File: src/rtl/rll17_pkg.sv
package rll17_pkg;

  localparam int unsigned SYM_W  = 2;
  localparam int unsigned CODE_W = 3;

  typedef logic [SYM_W-1:0]  sym_t;
  typedef logic [CODE_W-1:0] code_t;

  typedef enum logic [1:0] {
    LA_EMPTY  = 2'd0,
    LA_PRIMED = 2'd1,
    LA_TAIL   = 2'd2
  } la_state_e;

  function automatic code_t base_code(input sym_t s);
    code_t c;
    case (s)
      2'b00:   c = 3'b101;
      2'b01:   c = 3'b100;
      2'b10:   c = 3'b001;
      default: c = 3'b010;
    endcase
    return c;
  endfunction

  // true when cur ends in a 1 and nxt starts with a 1 under the base table
  function automatic logic sub_pair(input sym_t cur, input sym_t nxt);
    return (cur[0] == 1'b0) && (nxt[1] == 1'b0);
  endfunction

  function automatic code_t sub_head(input sym_t cur, input sym_t nxt);
    code_t c;
    if (cur[1]) c = nxt[0] ? 3'b010 : 3'b001;
    else        c = nxt[0] ? 3'b100 : 3'b101;
    return c;
  endfunction

endpackage

File: src/rtl/rll17_rst_sync.sv
module rll17_rst_sync #(
  parameter int unsigned STAGES = 2
) (
  input  logic clk,
  input  logic arst_n,
  output logic rst_n_o
);

  logic [STAGES-1:0] sync_q;

  always_ff @(posedge clk or negedge arst_n) begin
    if (!arst_n) sync_q <= '0;
    else         sync_q <= {sync_q[STAGES-2:0], 1'b1};
  end

  assign rst_n_o = sync_q[STAGES-1];

endmodule

File: src/rtl/rll17_lookahead.sv
module rll17_lookahead
  import rll17_pkg::*;
(
  input  logic  clk,
  input  logic  rst_n,
  input  logic  clr,
  input  logic  take,
  input  sym_t  sym_in,
  output logic  load_o,
  output code_t word_o
);

  la_state_e st_q, st_d;
  sym_t      held_q, held_d;

  always_comb begin
    st_d   = st_q;
    held_d = held_q;
    load_o = 1'b0;
    word_o = '0;
    if (clr) begin
      st_d   = LA_EMPTY;
      held_d = '0;
    end else if (take) begin
      held_d = sym_in;
      case (st_q)
        LA_EMPTY: st_d = LA_PRIMED;
        LA_TAIL: begin
          load_o = 1'b1;
          word_o = '0;
          st_d   = LA_PRIMED;
        end
        default: begin
          load_o = 1'b1;
          if (sub_pair(held_q, sym_in)) begin
            word_o = sub_head(held_q, sym_in);
            st_d   = LA_TAIL;
          end else begin
            word_o = base_code(held_q);
            st_d   = LA_PRIMED;
          end
        end
      endcase
    end
  end

  always_ff @(posedge clk or negedge rst_n) begin
    if (!rst_n) begin
      st_q   <= LA_EMPTY;
      held_q <= '0;
    end else begin
      st_q   <= st_d;
      held_q <= held_d;
    end
  end

endmodule

File: src/rtl/rll17_serializer.sv
module rll17_serializer #(
  parameter int unsigned W = 3
) (
  input  logic         clk,
  input  logic         rst_n,
  input  logic         clr,
  input  logic         load,
  input  logic [W-1:0] word,
  output logic         bit_o
);

  logic [W-1:0] sreg_q, sreg_d;

  always_comb begin
    if (clr)       sreg_d = '0;
    else if (load) sreg_d = word;
    else           sreg_d = {sreg_q[W-2:0], 1'b0};
  end

  always_ff @(posedge clk or negedge rst_n) begin
    if (!rst_n) sreg_q <= '0;
    else        sreg_q <= sreg_d;
  end

  assign bit_o = sreg_q[W-1];

endmodule

File: src/rtl/rll17_out_stage.sv
module rll17_out_stage (
  input  logic clk,
  input  logic rst_n,
  input  logic gate,
  input  logic erase,
  input  logic bypass,
  input  logic invert,
  input  logic enc_bit,
  input  logic raw_bit,
  output logic code_o
);

  logic sel_bit, code_d, code_q;

  always_comb begin
    sel_bit = bypass ? raw_bit : enc_bit;
    code_d  = invert ^ (gate & ~erase & sel_bit);
  end

  always_ff @(posedge clk or negedge rst_n) begin
    if (!rst_n) code_q <= 1'b0;
    else        code_q <= code_d;
  end

  assign code_o = code_q;

endmodule

File: src/rtl/rll17_encoder.sv
module rll17_encoder
  import rll17_pkg::*;
(
  input  logic             clk,
  input  logic             arst_n,
  input  logic             wr_gate,
  input  logic             wclk_en,
  input  logic [SYM_W-1:0] nrz_in,
  input  logic             erase,
  input  logic             cfg_bypass,
  input  logic             cfg_invert,
  output logic             code_o
);

  logic  rst_n_s;
  logic  clr;
  logic  load;
  code_t word;
  logic  enc_bit;

  assign clr = ~wr_gate;

  rll17_rst_sync #(.STAGES(2)) u_rst_sync (
    .clk     (clk),
    .arst_n  (arst_n),
    .rst_n_o (rst_n_s)
  );

  rll17_lookahead u_lookahead (
    .clk    (clk),
    .rst_n  (rst_n_s),
    .clr    (clr),
    .take   (wclk_en),
    .sym_in (nrz_in),
    .load_o (load),
    .word_o (word)
  );

  rll17_serializer #(.W(CODE_W)) u_ser (
    .clk   (clk),
    .rst_n (rst_n_s),
    .clr   (clr),
    .load  (load),
    .word  (word),
    .bit_o (enc_bit)
  );

  rll17_out_stage u_out (
    .clk     (clk),
    .rst_n   (rst_n_s),
    .gate    (wr_gate),
    .erase   (erase),
    .bypass  (cfg_bypass),
    .invert  (cfg_invert),
    .enc_bit (enc_bit),
    .raw_bit (nrz_in[0]),
    .code_o  (code_o)
  );

endmodule

File: config.mk
export PLATFORM = sky130hd
export DESIGN_NAME = rll17_encoder
export DESIGN_NICKNAME = d
export VERILOG_FILES = /design/src/rtl/rll17_pkg.sv /design/src/rtl/rll17_rst_sync.sv /design/src/rtl/rll17_lookahead.sv /design/src/rtl/rll17_serializer.sv /design/src/rtl/rll17_out_stage.sv /design/src/rtl/rll17_encoder.sv
export SDC_FILE = /design/constraint.sdc
export NUM_CORES = 1
export LEC_CHECK = 0
export BUFFER_PORTS_ARGS = -buffer_cell sky130_fd_sc_hd__buf_2
export CAP_MARGIN = 20
export CORE_AREA = 5 5 42 44
export DETAILED_ROUTE_END_ITERATION = 8
export DIE_AREA = 0 0 47 49
export HOLD_SLACK_MARGIN = 0.08
export REMOVE_ABC_BUFFERS = 1
export SETUP_SLACK_MARGIN = 0.3
export SYNTH_ARGS = -nofsm -noshare
export SYNTH_HDL_FRONTEND = slang
export SYNTH_HIERARCHICAL = 1
export SYNTH_SLANG_ARGS = --single-unit
File: constraint.sdc
create_clock -name clk -period 0.8 [get_ports clk]
set_input_delay 0.16 -clock clk [delete_from_list [all_inputs] [get_ports clk]]
set_output_delay 0.16 -clock clk [all_outputs]
set_load 0.02 [all_outputs]
* After elaboration in Yosys (flattened, before gate mapping)
Cells that the tools add are included.
** Word-level totals
- Flip-flop bits (word level) :: 10
- Output and inout port bits :: 1
- Word-level logic and storage cells :: 38
** Operators by class
- Eq/ne operators :: 4
- Mux-type cells :: 19
- Bitwise logic cells :: 6
- Reductions and logical operators :: 4
** Operators by type and width (count)
- 3-bit two-way mux :: 6
- 2-bit two-way mux :: 7
- 3-bit one-hot mux with 3 select lines :: 1
- 1-bit two-way mux :: 5
- 2-bit == test, second input constant :: 2
- 2-bit zero test :: 2
- 1-bit NOT :: 3
- 1-bit AND :: 2
- 2-bit by 1-bit == test with 1-bit output, second input constant :: 1
- 2-bit by 1-bit inequality test with 1-bit output, second input constant :: 1
- 2-bit OR reduction :: 1
- 1-bit logical AND :: 1
- 1-bit XOR :: 1

* Logic depth before layout (Yosys ltp)
- Word-level depth :: 7
- Gate-level depth with buffers :: 5

* Modules after synthesis
The synthesis kept the hierarchy.
** Modules (own cells, without submodules)
- rll17_lookahead :: instances 1, cells an instance 21, area each 224.0 µm², sequential area each 100.1 µm²
- rll17_serializer :: instances 1, cells an instance 9, area each 110.1 µm², sequential area each 75.1 µm²
- rll17_out_stage :: instances 1, cells an instance 4, area each 56.3 µm², sequential area each 25.0 µm²
- rll17_rst_sync :: instances 1, cells an instance 3, area each 53.8 µm², sequential area each 50.0 µm²
- rll17_encoder :: instances 1, cells an instance 1, area each 3.8 µm², sequential area each 0.0 µm²

* Least setup slack after synthesis
No wires, ideal clock.
- Path kind :: input -> register
- From :: input wr_gate
- To :: register u_ser.sreg_q[1]
- Setup time :: 0.124 ns
- Data arrival time :: 0.852 ns
- Required time :: 0.676 ns
- Path slack :: -0.176 ns
- Cell stages on the path :: 5
- Path through :: inv_1 > and2b_1 > o21a_1 > mux2i_1 > nor2_1
** On the way
- Longest elaborated chain between the ends :: 3
** Ends and longest elaborated chain
- start, declared :: RTL line rll17_encoder.sv:6 : input logic wr_gate,
- 1-bit two-way mux :: RTL line rll17_lookahead.sv:21 : if (clr) begin
- net load :: RTL line rll17_encoder.sv:17 : logic load;
- 3-bit two-way mux :: RTL line rll17_serializer.sv:16 : else if (load) sreg_d = word;
- 3-bit two-way mux :: RTL line rll17_serializer.sv:15 : if (clr) sreg_d = '0;
- net u_ser.sreg_d[1] :: RTL line rll17_serializer.sv:12 : logic [W-1:0] sreg_q, sreg_d;
- end signal, assigned :: RTL line rll17_serializer.sv:22 : else sreg_q <= sreg_d;
- end, declared :: RTL line rll17_serializer.sv:12
The timed path passes the listed nets, and every way through them passes these cells.
A chain may end at the register's enable or synchronous reset.

* Worst setup path in the final report
- From :: register u_lookahead.st_q[0]
- To :: register u_ser.sreg_q[1]
** On the way
- Longest elaborated chain between the ends :: 6
- Elaborated cells on any way between the ends :: 10
- Those cells by class :: eq/ne (1); mux (7); reduce/logical (2)
** Ends and longest elaborated chain
- start, declared :: RTL line rll17_lookahead.sv:13 : la_state_e st_q, st_d;
- start signal, assigned :: RTL line rll17_lookahead.sv:52 : st_q <= st_d;
- 2-bit zero test :: RTL line rll17_lookahead.sv:26 : case (st_q)
- 1-bit two-way mux :: RTL line rll17_lookahead.sv:26
- 1-bit two-way mux :: RTL line rll17_lookahead.sv:24 : end else if (take) begin
- 1-bit two-way mux :: RTL line rll17_lookahead.sv:21
- net load :: RTL line rll17_encoder.sv:17
- 3-bit two-way mux :: RTL line rll17_serializer.sv:16
- 3-bit two-way mux :: RTL line rll17_serializer.sv:15
- net u_ser.sreg_d[1] :: RTL line rll17_serializer.sv:12
The timed path passes the listed nets, and every way through them passes these cells.

==> metrics.cfg <==
[sta]
grt_setup_unrepaired=yes
fin_ws_ns=-0.157
clock.fmax_mhz=1040
setup_viol=7
maxSlewViolCount=0
fin_crit_ns=0.957
skew_ns=0.00497
fin_crit_sh_pct=120
hold_viol_final=0

[run_status]
status=finished with violations
violations=setup timing

[power]
power_frac_seq_pct=49.0
pwr-share-clk_pct=39.9
peakVddDrop_mv=0.707
switchingPower_w=0.000242
p_leak_nw=0.309
power_frac_comb_pct=11.1
p_per_area_mw_per_mm2=1850
switching_share_pct=21.8
internal-power_w=0.000872

[place]
gp_congestion=0.740
placed_area_sq_um=532
io_buffers=9
place_hpwl_um=653

[cells_and_area]
drive_above_1_share_pct=37.5
postLayoutCoreUtil_pct=42.9
diodes=0
syn2layout_area_growth_pct=34.1
nets=66
fin_area_sq_um=601

[floorplan]
initial_core_util_pct=32.0
die_area_sq_mm=0.00230
die_h_um=49
die_x_um=47
core-area_sq_mm=0.00140
num_rows=14
top_level_ports=10

[synth]
synth-async-reset-ratio_pct=100
ys.flop_type=dfrtp_1
synth_edf_count=0
synth_common_cells=dfrtp_1, nor2_1, mux2i_1
synthMostInstantiatedCell=dfrtp_1
netlist_instances=38
yosysWarnings=6
netlist_area_sq_um=448
yosys.area.top_type=dfrtp_1
synth_top_area_share_pct=55.9
synth_area_leaders=dfrtp_1, mux2i_1, nor2_1, nor3b_2, buf_6
avgSynthCellArea_sq_um=11.8
synth_cell_types=19
synth_seq_cells=10
yosysSeqAreaShare_pct=55.9

[drt]
via_count=334
final_antenna_net_count=0
route.detailed.drc=0
wl_um=846
drtIter0Drc=3
wl_per_cell_um=11.8
drtPass1Iterations=3
routed_via_density=4.64

[grt]
grt_antenna_before_repair=0
grt_pass1_vias=381
grt_start_max_net_pins=9
overflow=0
grt_first_pass_wirelength_mm=1.51
grt_usage_pct=9.56

[setup_path]
end_kind=flop
critPathLaunchType=flop
cp.arrival_ns=1.11
crit_required_ns=0.96
crit_fanout=4
crit_type=reg -> reg

[worst_hold_path]
min_path_type=in -> reg

[clocking]
clk_latency_ns=0.26
numClockSinks=10
cts_buffer_depth=2
clkSlewWorstSetupHoldPaths_ns=0.07
cts_tree=yes
postCtsHoldBufs=1
htreeDepth=1
root_buffer=clkbuf_4
cts_buffers=3

[job]
cap_violations=0

-- state kept, by name (all words and copies together), names as in the netlist --
signal	cells
u_lookahead/held_q	2
u_lookahead/st_q	2
u_out/code_o	1
u_rst_sync/sync_q	2
u_ser/sreg_q	3
-- path summary, 6_finish.rpt --
kind	slack [ns]	cells past startpoint	endpoint	startpoint
hold / removal	0.07	2	u_out/code_o$_DFF_PN0_	cfg_invert
min in group asynchronous	0.13	0	u_ser/sreg_q[1]$_DFF_PN0_	u_rst_sync/sync_q[1]$_DFF_PN0_
setup / recovery	-0.16	3	u_ser/sreg_q[1]$_DFF_PN0_	u_lookahead/st_q[0]$_DFFE_PN0P_
max in group asynchronous	0.43	0	u_lookahead/st_q[1]$_DFFE_PN0P_	u_rst_sync/sync_q[1]$_DFF_PN0_
hold reg to reg	0.13	0	u_ser/sreg_q[1]$_DFF_PN0_	u_rst_sync/sync_q[1]$_DFF_PN0_
setup reg to reg	-0.16	3	u_ser/sreg_q[1]$_DFF_PN0_	u_lookahead/st_q[0]$_DFFE_PN0P_
-- cell usage in the layout, fill, tap and decap left out, drive strengths merged, types with 2 or more instances in the layout --
cell and n:
buf 14, dfrtp 10, mux2i 5, nor2 6
inv 2, clkbuf 4
-- cell type report --
class	count	area (sq um)
inverters	2	7.51
multi-input cells	25	188
well taps	16	20.0
repair buffers	15	98.8
flip-flops and latches	10	250
fillers	145	801
clock buffers	4	36.3
-- power groups by stage --
| stage | logic, W | clock network, W | registers (W) |
|---|---|---|---|
| 6_report | 0.000124 | 0.000444 | 0.000546 |
| 5_1_grt | 0.000138 | 0.000489 | 0.000551 |
| 4_1_cts | 0.000117 | 0.000478 | 0.000546 |
| 3_5_place_dp | 0.000109 | 0 | 0.000555 |
| 3_3_place_gp | 0.000106 | 0 | 0.000554 |
| 2_1_floorplan | 0.0000436 | 0 | 0.000556 |
-- through the flow --
step                setup WS (ns)  setup TNS (ns)  hold slack, ns  total power, W  cells
floorplan                  -0.176          -0.440          -0.136        0.000599     37
global placement           -0.264          -0.907         -0.0530        0.000660     66
detailed placement         -0.259          -0.990         -0.0511        0.000663     66
CTS                        -0.153          -0.737          0.0560         0.00114     71
global route               -0.204           -1.17          0.0670         0.00118     72
finish                     -0.157          -0.743          0.0739         0.00111     72
-- per-layer routing --
layer	wire length, um	track usage (%)	part of all wire [%]
met5	0	0	0
met4	27	9.68	3.2
met3	38	2.21	4.5
met2	424	13.8	50
met1	356	10.5	42
-- worst max-delay path: stages (launching register included) --
cell     delay, ns
dfrtp_1       0.41
o21a_1        0.24
mux2i_1       0.16
nor2_1        0.05
-- repair_timing --
item	CTS	global route
setup endpoints to repair	9	9
resized for setup	2	2
setup buffers	0	1
endpoints found under the hold margin	3	1
pin swaps	3	3
-- logic make-up (layout without fill, tap and decap cells) --
| logic type | count (synthesis) | after routing | synth area share (%) |
|---|---|---|---|
| flip-flops | 10 | 10 | 55.9 |
| AO/OA/AOI/OAI | 4 | 4 | 7.54 |
| XOR/XNOR | 1 | 1 | 1.96 |
| buffers and inverters | 3 | 21 | 4.19 |
| AND/OR/NAND/NOR | 14 | 14 | 18.4 |
| other | 1 | 1 | 0.837 |
| multiplexers | 5 | 5 | 11.2 |
Note: power is estimated with default switching activity, not from simulation.
